===== config.mk =====
export PLATFORM = sky130hd
export DESIGN_NAME = src_addr_seq
export DESIGN_NICKNAME = d
export VERILOG_FILES = /design/src/rtl/src_addr_seq_pkg.sv /design/src/rtl/sas_step_calc.sv /design/src/rtl/sas_ctrl_fsm.sv /design/src/rtl/src_addr_seq.sv
export SDC_FILE = /design/constraint.sdc
export NUM_CORES = 1
export LEC_CHECK = 0
export BUFFER_PORTS_ARGS = -buffer_cell sky130_fd_sc_hd__buf_2
export CORE_ASPECT_RATIO = 0.8
export CORE_MARGIN = 2
export CORE_UTILIZATION = 55
export CTS_BUF_LIST = sky130_fd_sc_hd__clkbuf_16
export DETAILED_ROUTE_END_ITERATION = 10
export PLACE_DENSITY_LB_ADDON = 0.2
export REMOVE_ABC_BUFFERS = 1
export SYNTH_ARGS = -nofsm -noshare
export SYNTH_HDL_FRONTEND = slang
export SYNTH_SLANG_ARGS = --single-unit

===== constraint.sdc =====
create_clock -name clk -period 3.73 [get_ports clk]
set_input_delay 0.373 -clock clk [delete_from_list [all_inputs] [get_ports clk]]
set_output_delay 0.373 -clock clk [all_outputs]
set_load 0.005 [all_outputs]

===== src/rtl/src_addr_seq_pkg.sv =====
package src_addr_seq_pkg;
    typedef enum logic [1:0] {
        SAS_RUN  = 2'd0,
        SAS_PEND = 2'd1,
        SAS_HALT = 2'd2
    } sas_state_e;
endpackage


===== src/rtl/sas_step_calc.sv =====
module sas_step_calc #(
    parameter int AW = 24,
    parameter int NW = 5
) (
    input  logic [AW-1:0] addr_q,
    input  logic [1:0]    mode,
    input  logic          word,
    input  logic          single_ext,
    input  logic          rpt_en,
    input  logic [NW-1:0] rpt_bits,
    output logic [AW-1:0] next_addr,
    output logic          ovf
);
    localparam int XW = AW + 1;

    logic [XW-1:0] base_x;
    logic [XW-1:0] step_x;
    logic [XW-1:0] raw_x;
    logic [XW-1:0] mask_x;
    logic [XW-1:0] merged_x;
    logic          moving;

    always_comb begin
        base_x   = {1'b0, addr_q};
        step_x   = word ? XW'(2) : XW'(1);
        mask_x   = rpt_en ? ((XW'(1) << rpt_bits) - XW'(1)) : {XW{1'b1}};
        moving   = !single_ext && mode[1];
        raw_x    = mode[0] ? (base_x - step_x) : (base_x + step_x);
        merged_x = (base_x & ~mask_x) | (raw_x & mask_x);
        next_addr = moving ? merged_x[AW-1:0] : addr_q;
        ovf = moving && rpt_en && ((raw_x & ~mask_x) != (base_x & ~mask_x));
    end
endmodule


===== src/rtl/sas_ctrl_fsm.sv =====
module sas_ctrl_fsm
    import src_addr_seq_pkg::*;
(
    input  logic       clk,
    input  logic       rst_n,
    input  logic       xfer,
    input  logic       ovf,
    input  logic       rpt_irq_en,
    input  logic       blk_mode,
    input  logic       blk_end,
    input  logic       en_set,
    input  logic       flag_clr,
    output logic       accept,
    output logic       halted,
    output logic       flag,
    output logic       en_clr
);
    sas_state_e state_q, state_d;
    logic       stop_now;
    logic       trip;

    always_comb begin
        accept   = xfer && (state_q != SAS_HALT);
        trip     = accept && ovf && rpt_irq_en;
        stop_now = 1'b0;
        state_d  = state_q;
        unique case (state_q)
            SAS_RUN: begin
                if (trip && (!blk_mode || blk_end)) begin
                    stop_now = 1'b1;
                    state_d  = SAS_HALT;
                end else if (trip) begin
                    state_d  = SAS_PEND;
                end
            end
            SAS_PEND: begin
                if (accept && blk_end) begin
                    stop_now = 1'b1;
                    state_d  = SAS_HALT;
                end
            end
            SAS_HALT: begin
                if (en_set) state_d = SAS_RUN;
            end
            default: state_d = SAS_RUN;
        endcase
    end

    always_ff @(posedge clk or negedge rst_n) begin
        if (!rst_n) state_q <= SAS_RUN;
        else        state_q <= state_d;
    end

    always_ff @(posedge clk or negedge rst_n) begin
        if (!rst_n) begin
            flag   <= 1'b0;
            en_clr <= 1'b0;
        end else begin
            en_clr <= stop_now;
            if (stop_now)      flag <= 1'b1;
            else if (flag_clr) flag <= 1'b0;
        end
    end

    assign halted = (state_q == SAS_HALT);
endmodule


===== src/rtl/src_addr_seq.sv =====
module src_addr_seq #(
    parameter int AW = 24,
    parameter int NW = 5
) (
    input  logic          clk,
    input  logic          rst_n,
    input  logic          ld_i,
    input  logic [AW-1:0] start_addr_i,
    input  logic [1:0]    upd_mode_i,
    input  logic          word_i,
    input  logic          single_ext_i,
    input  logic          rpt_en_i,
    input  logic [NW-1:0] rpt_bits_i,
    input  logic          rpt_irq_en_i,
    input  logic          blk_mode_i,
    input  logic          blk_end_i,
    input  logic          xfer_done_i,
    input  logic          en_set_i,
    input  logic          irq_ie_i,
    input  logic          flag_clr_i,
    output logic [AW-1:0] addr_o,
    output logic          en_clr_o,
    output logic          irq_o
);
    logic [AW-1:0] addr_q;
    logic [AW-1:0] next_addr;
    logic          ovf;
    logic          accept;
    logic          halted;
    logic          flag_q;

    sas_step_calc #(.AW(AW), .NW(NW)) u_step (
        .addr_q     (addr_q),
        .mode       (upd_mode_i),
        .word       (word_i),
        .single_ext (single_ext_i),
        .rpt_en     (rpt_en_i),
        .rpt_bits   (rpt_bits_i),
        .next_addr  (next_addr),
        .ovf        (ovf)
    );

    sas_ctrl_fsm u_fsm (
        .clk        (clk),
        .rst_n      (rst_n),
        .xfer       (xfer_done_i && !ld_i),
        .ovf        (ovf),
        .rpt_irq_en (rpt_irq_en_i),
        .blk_mode   (blk_mode_i),
        .blk_end    (blk_end_i),
        .en_set     (en_set_i),
        .flag_clr   (flag_clr_i),
        .accept     (accept),
        .halted     (halted),
        .flag       (flag_q),
        .en_clr     (en_clr_o)
    );

    always_ff @(posedge clk or negedge rst_n) begin
        if (!rst_n)      addr_q <= '0;
        else if (ld_i)   addr_q <= start_addr_i;
        else if (accept) addr_q <= next_addr;
    end

    assign addr_o = addr_q;
    assign irq_o  = flag_q && irq_ie_i;
endmodule


# Word level (Yosys, flattened, before mapping)
# Index checks and enable logic that the tools add are counted.
# op_classes
addsub,3
n_eq_ne,7
n_shift,1
muxes,16
n_bitwise,5
n_reduce_logical,20
# op_table
cell,count
$mux 24,3
$mux 25,2
$add 24x25->25,1
$and 24x25->25,1
$and 25x25->25,1
$ne 25x25->1,1
$not 25->25,1
$shl 1x5->25 const A,1
$sub 24x25->25,1
$sub 25x1->25 const B,1
$and 24x24->24,1
$or 24x24->24,1
$logic_and 1x1->1,10
$mux 2,5
$pmux 2 s3,1
$reduce_bool 2->1,3
$mux 1,4
$ne 2x2->1 const B,2
$logic_not 1->1,3
$ne 3x1->1 const B,1
$reduce_and 3->1,1
$eq 2x1->1 const B,1
$eq 2x2->1 const B,1
$logic_not 2->1,1
other kinds (4),4
# word_totals
ff_bits,28
in_bits,44
output_inout_bits,26
elab_cells,56

# Longest topological paths before layout
# depth
word_depth,13
mapped_depth,15
mapped_depth_nobuf,14

# By module
# Synthesis repeated with hierarchy kept, for this count alone.
# hier_totals
hier_cells,564
area_unflattened_um2,4374.2
# modules_own_cells
module,instances,cells_each,area_per_inst_um2
sas_step_calc,1,442,3054.2
src_addr_seq,1,106,1139.8
sas_ctrl_fsm,1,16,180.2

# Worst setup path before layout
# OpenSTA, ideal clock, no wires.
# synth_path
path_type,input to register
from,input port rpt_bits_i[1]
to,register u_fsm.state_q[0]
setup_time_ns,0.120
t_arrival_ns,3.554
path_slack_ns,0.056
path_stages,14
path_buffers,2
path_cell_list,buf_2 > or3_1 > or2_2 > ha_1 > buf_2 > nor3_2 > a22o_1 > a221oi_1 > a221o_1 > a2111oi_4 > nand4_1 > or4_1 > or2_1 > a31o_1
# synth_between
elab_chain_len,12
word_cells_on_any_way,15
# synth_rtl
item,line_no,source
start: declaration,src_addr_seq.sv:13,"input logic [NW-1:0] rpt_bits_i,"
$shl 1x5->25 *,sas_step_calc.sv:26,mask_x = rpt_en ? ((XW'(1) << rpt_bits) - XW'(1)) : {XW{1'b1}};
$sub 25x1->25 *,sas_step_calc.sv:26,
$mux 25 *,sas_step_calc.sv:26,
$not 25->25 *,n/a,
$and 25x25->25 / $and 24x25->25 (equally long branches),n/a,
$ne 25x25->1 *,sas_step_calc.sv:31,ovf = moving && rpt_en && ((raw_x & ~mask_x) != (base_x & ~mask_x));
$logic_and 1x1->1 *,sas_step_calc.sv:31,
$logic_and 1x1->1 * (2 in series),sas_ctrl_fsm.sv:24,trip = accept && ovf && rpt_irq_en;
$logic_and 1x1->1,sas_ctrl_fsm.sv:29,if (trip && (!blk_mode || blk_end)) begin
$ne 3x1->1 (no source line) / $mux 2 (equally long branches),n/a,
$reduce_and 3->1 (no source line) / $pmux 2 s3 (equally long branches),n/a,
end signal: assignment,sas_ctrl_fsm.sv:51,else state_q <= state_d;
end: declaration,sas_ctrl_fsm.sv:18,"sas_state_e state_q, state_d;"
# Mark *: on every way between the ends. The rest lies on a longest branch, timed or not.
# A chain may end at the register's enable or synchronous reset.

==> flow_summary.ini <==
[clock_tree]
cts-root-buf = clkbuf_16
clk_latency_ns = 0.27
clkSinkCount = 28
clkTransAtPathRegs_ns = 0.08
numCtsBuffers = 3
clk_path_buf_depth = 2
cts_hold_buf = 0
h-tree-depth = 1
cts_tree = done

[floorplan]
placementRows = 28
dieArea_sq_um = 8503
initial_core_util = 0.5733
core_area_sq_um = 7462
pin_count = 70
die_w_um = 102.6
die_h_um = 82.88

[synthesis]
synth_ff_type = dfrtp_1
synth_area_sq_um = 4278
yosysTopAreaCellShare = 0.1638
synth_async_sr_flop_share = 1.000
syn_inst = 548
synth_commonest_cells = nand2_1, nor2_1, a21oi_1
ys_seq_area_frac = 0.1638
ys_seq_elements = 28
ys_types = 91
synth_edf_count = 0
syn-mean-instance-area_sq_um = 7.806
yosys_warnings = 0
yosys-top-cells-area = dfrtp_1, ha_1, nand2_1, xnor2_1, a21oi_1
yosysMostFrequentCell = nand2_1
synth_area_leader_cell = dfrtp_1

[global_routing]
first_global_vias = 4431
antenna_found_initial = 0
grt_max_degree = 41
overflow = 0
grt.total_usage = 0.3423
grt_pass1_wl_um = 22930

[detailed_routing]
drc = 0
drt_iter0_markers = 378
ant_nets = 0
wl_per_cell_um = 19.42
routed_via_density = 6.246
drt_first_pass_iters = 5
vias = 4641
wl_um = 14430

[layout]
fin_cells = 743
nets = 710
diodes = 0
drive_gt1_frac = 0.2774
area.growth.synth_to_final_pct = 17.64

[critical_path]
arrival_ns = 3.75
cp_slowest_cell = or4_4
cp.required_ns = 3.89
cp-start-kind = flop
path_max_fanout = 3
crit_path_max_incr_delay_ns = 0.54
crit_chain = inv_1 -> ha_1 -> fa_2 -> nand2b_1 -> a211oi_2 -> o21ai_1 -> and3_1 -> xnor3_2 -> a21oi_2 -> nand4_1 -> or4_4 -> or2_1 -> a31o_1
cp.buffers_inverters = 1
worstSetupPathType = reg2reg
end_kind = flop
critPathTopFamily = simple AND/OR/NAND/NOR gates

[timing]
min_period_over_period = 0.9617
rsz0062_at_grt = false
slew_headroom = 0.4941
setup_violations = 0
finalMaxSlewViolations = 0
clock_skew_ns = 0.003776
maxClockFrequency_ghz = 0.2788
tightest_slew_ns = 0.7493
timing.final.hold_violations = 0
period_minus_slack_ns = 3.587
fin_setup_tns_ns = 0

[run]
cap_violations = 0

[power]
p_per_area_nw_per_um2 = 338.5
p_leak_nw = 2.203
finalPower_mw = 1.703
ir_drop_mv = 0.2002

[run_status]
status = complete, no violations

[place]
dp.cells = 739
dp_hpwl_um = 11360
gp_congestion = 1.043
place.port_buffers = 69

[hold_path]
hold_path.class = in2async
logic make-up (layout without fill, tap and decap cells):
kind of cell,count (synthesis),count (layout),share of synthesized area
simple gates,205,205,0.2431
flops,28,28,0.1638
fa+ha+maj,26,26,0.07780
xor+xnor,50,50,0.1187
buf+inv,50,140,0.06522
mux,24,24,0.06084
compound gates,165,165,0.2706
worst register-to-register path: cells and delay by family, from the launching register on:
kind / cells / cell delay [ns]
compound gates: 4 / 0.88
simple gates: 5 / 1.31
fa+ha+maj: 2 / 0.60
flops: 1 / 0.36
buf+inv: 1 / 0.06
xor+xnor: 1 / 0.29
per-stage QoR:
step	utilization	cell area (sq um)	worst slack, ns	hold slack [ns]
after floorplan	-	4051	0.1247	0.07741
after global placement	0.6618	4938	0.04944	0.4572
after detailed placement	0.6618	4938	0.009739	0.4734
after CTS	0.6719	5014	0.03622	0.1790
after global routing	0.6744	5032	0.006191	0.2129
final	0.6744	5032	0.1428	0.1520
cell type report:
class / count / area [sq um]
fill: 668 / 2430
sequential: 28 / 700.7
tap: 105 / 131.4
clock buffer: 3 / 75.07
multi-input combinational: 470 / 3309
inverter: 14 / 52.55
timing repair buffer: 123 / 763.2
path summary, 6_finish.rpt:
check,slack [ns],to,cells past startpoint
hold reg to reg,0.50,u_fsm.flag,2
setup / recovery,0.14,u_fsm.state_q[0],13
setup reg to reg,0.14,u_fsm.state_q[0],13
hold / removal,0.15,asynchronous set/reset pin,1
max in group asynchronous,3.11,asynchronous set/reset pin,1
min in group clk,0.30,flop,3
what timing repair did:
action                     4_1_cts  5_1_grt
buffers inserted                 0        1
setup endpoints to repair        0        4
resized for setup                0        3
metal layers:
metal | track usage | part of all wire | up-vias
met5 | 0 | 0 | -
met4 | 0.04970 | 0.013 | 0
met3 | 0.06229 | 0.090 | 27
met2 | 0.5437 | 0.45 | 239
met1 | 0.4925 | 0.45 | 2181
li1 | - | - | 2194
power breakdown:
group,internal [mW],total [mW],switching (mW)
logic,0.482,1.06,0.579
registers,0.334,0.378,0.0436
clock network,0.143,0.266,0.122
layout by cell type, fill, tap and decap left out, types with 5 or more instances in the layout:
cell,count
buf_4,53
or3_1,5
o31ai_1,5
nor2_1,45
mux2_2,12
a21oi_1,43
xnor2_1,25
xor2_1,20
nand4_1,12
mux2i_1,11
dfrtp_1,28
buf_2,69
o211ai_1,8
nor3b_1,7
nor3_1,11
inv_1,13
o21ai_1,6
o21ai_0,38
nand2_1,66
nor2b_1,5
nand3_1,13
o21a_1,5
nand2b_1,5
ha_1,25
Note: power is estimated with default switching activity, not from simulation.
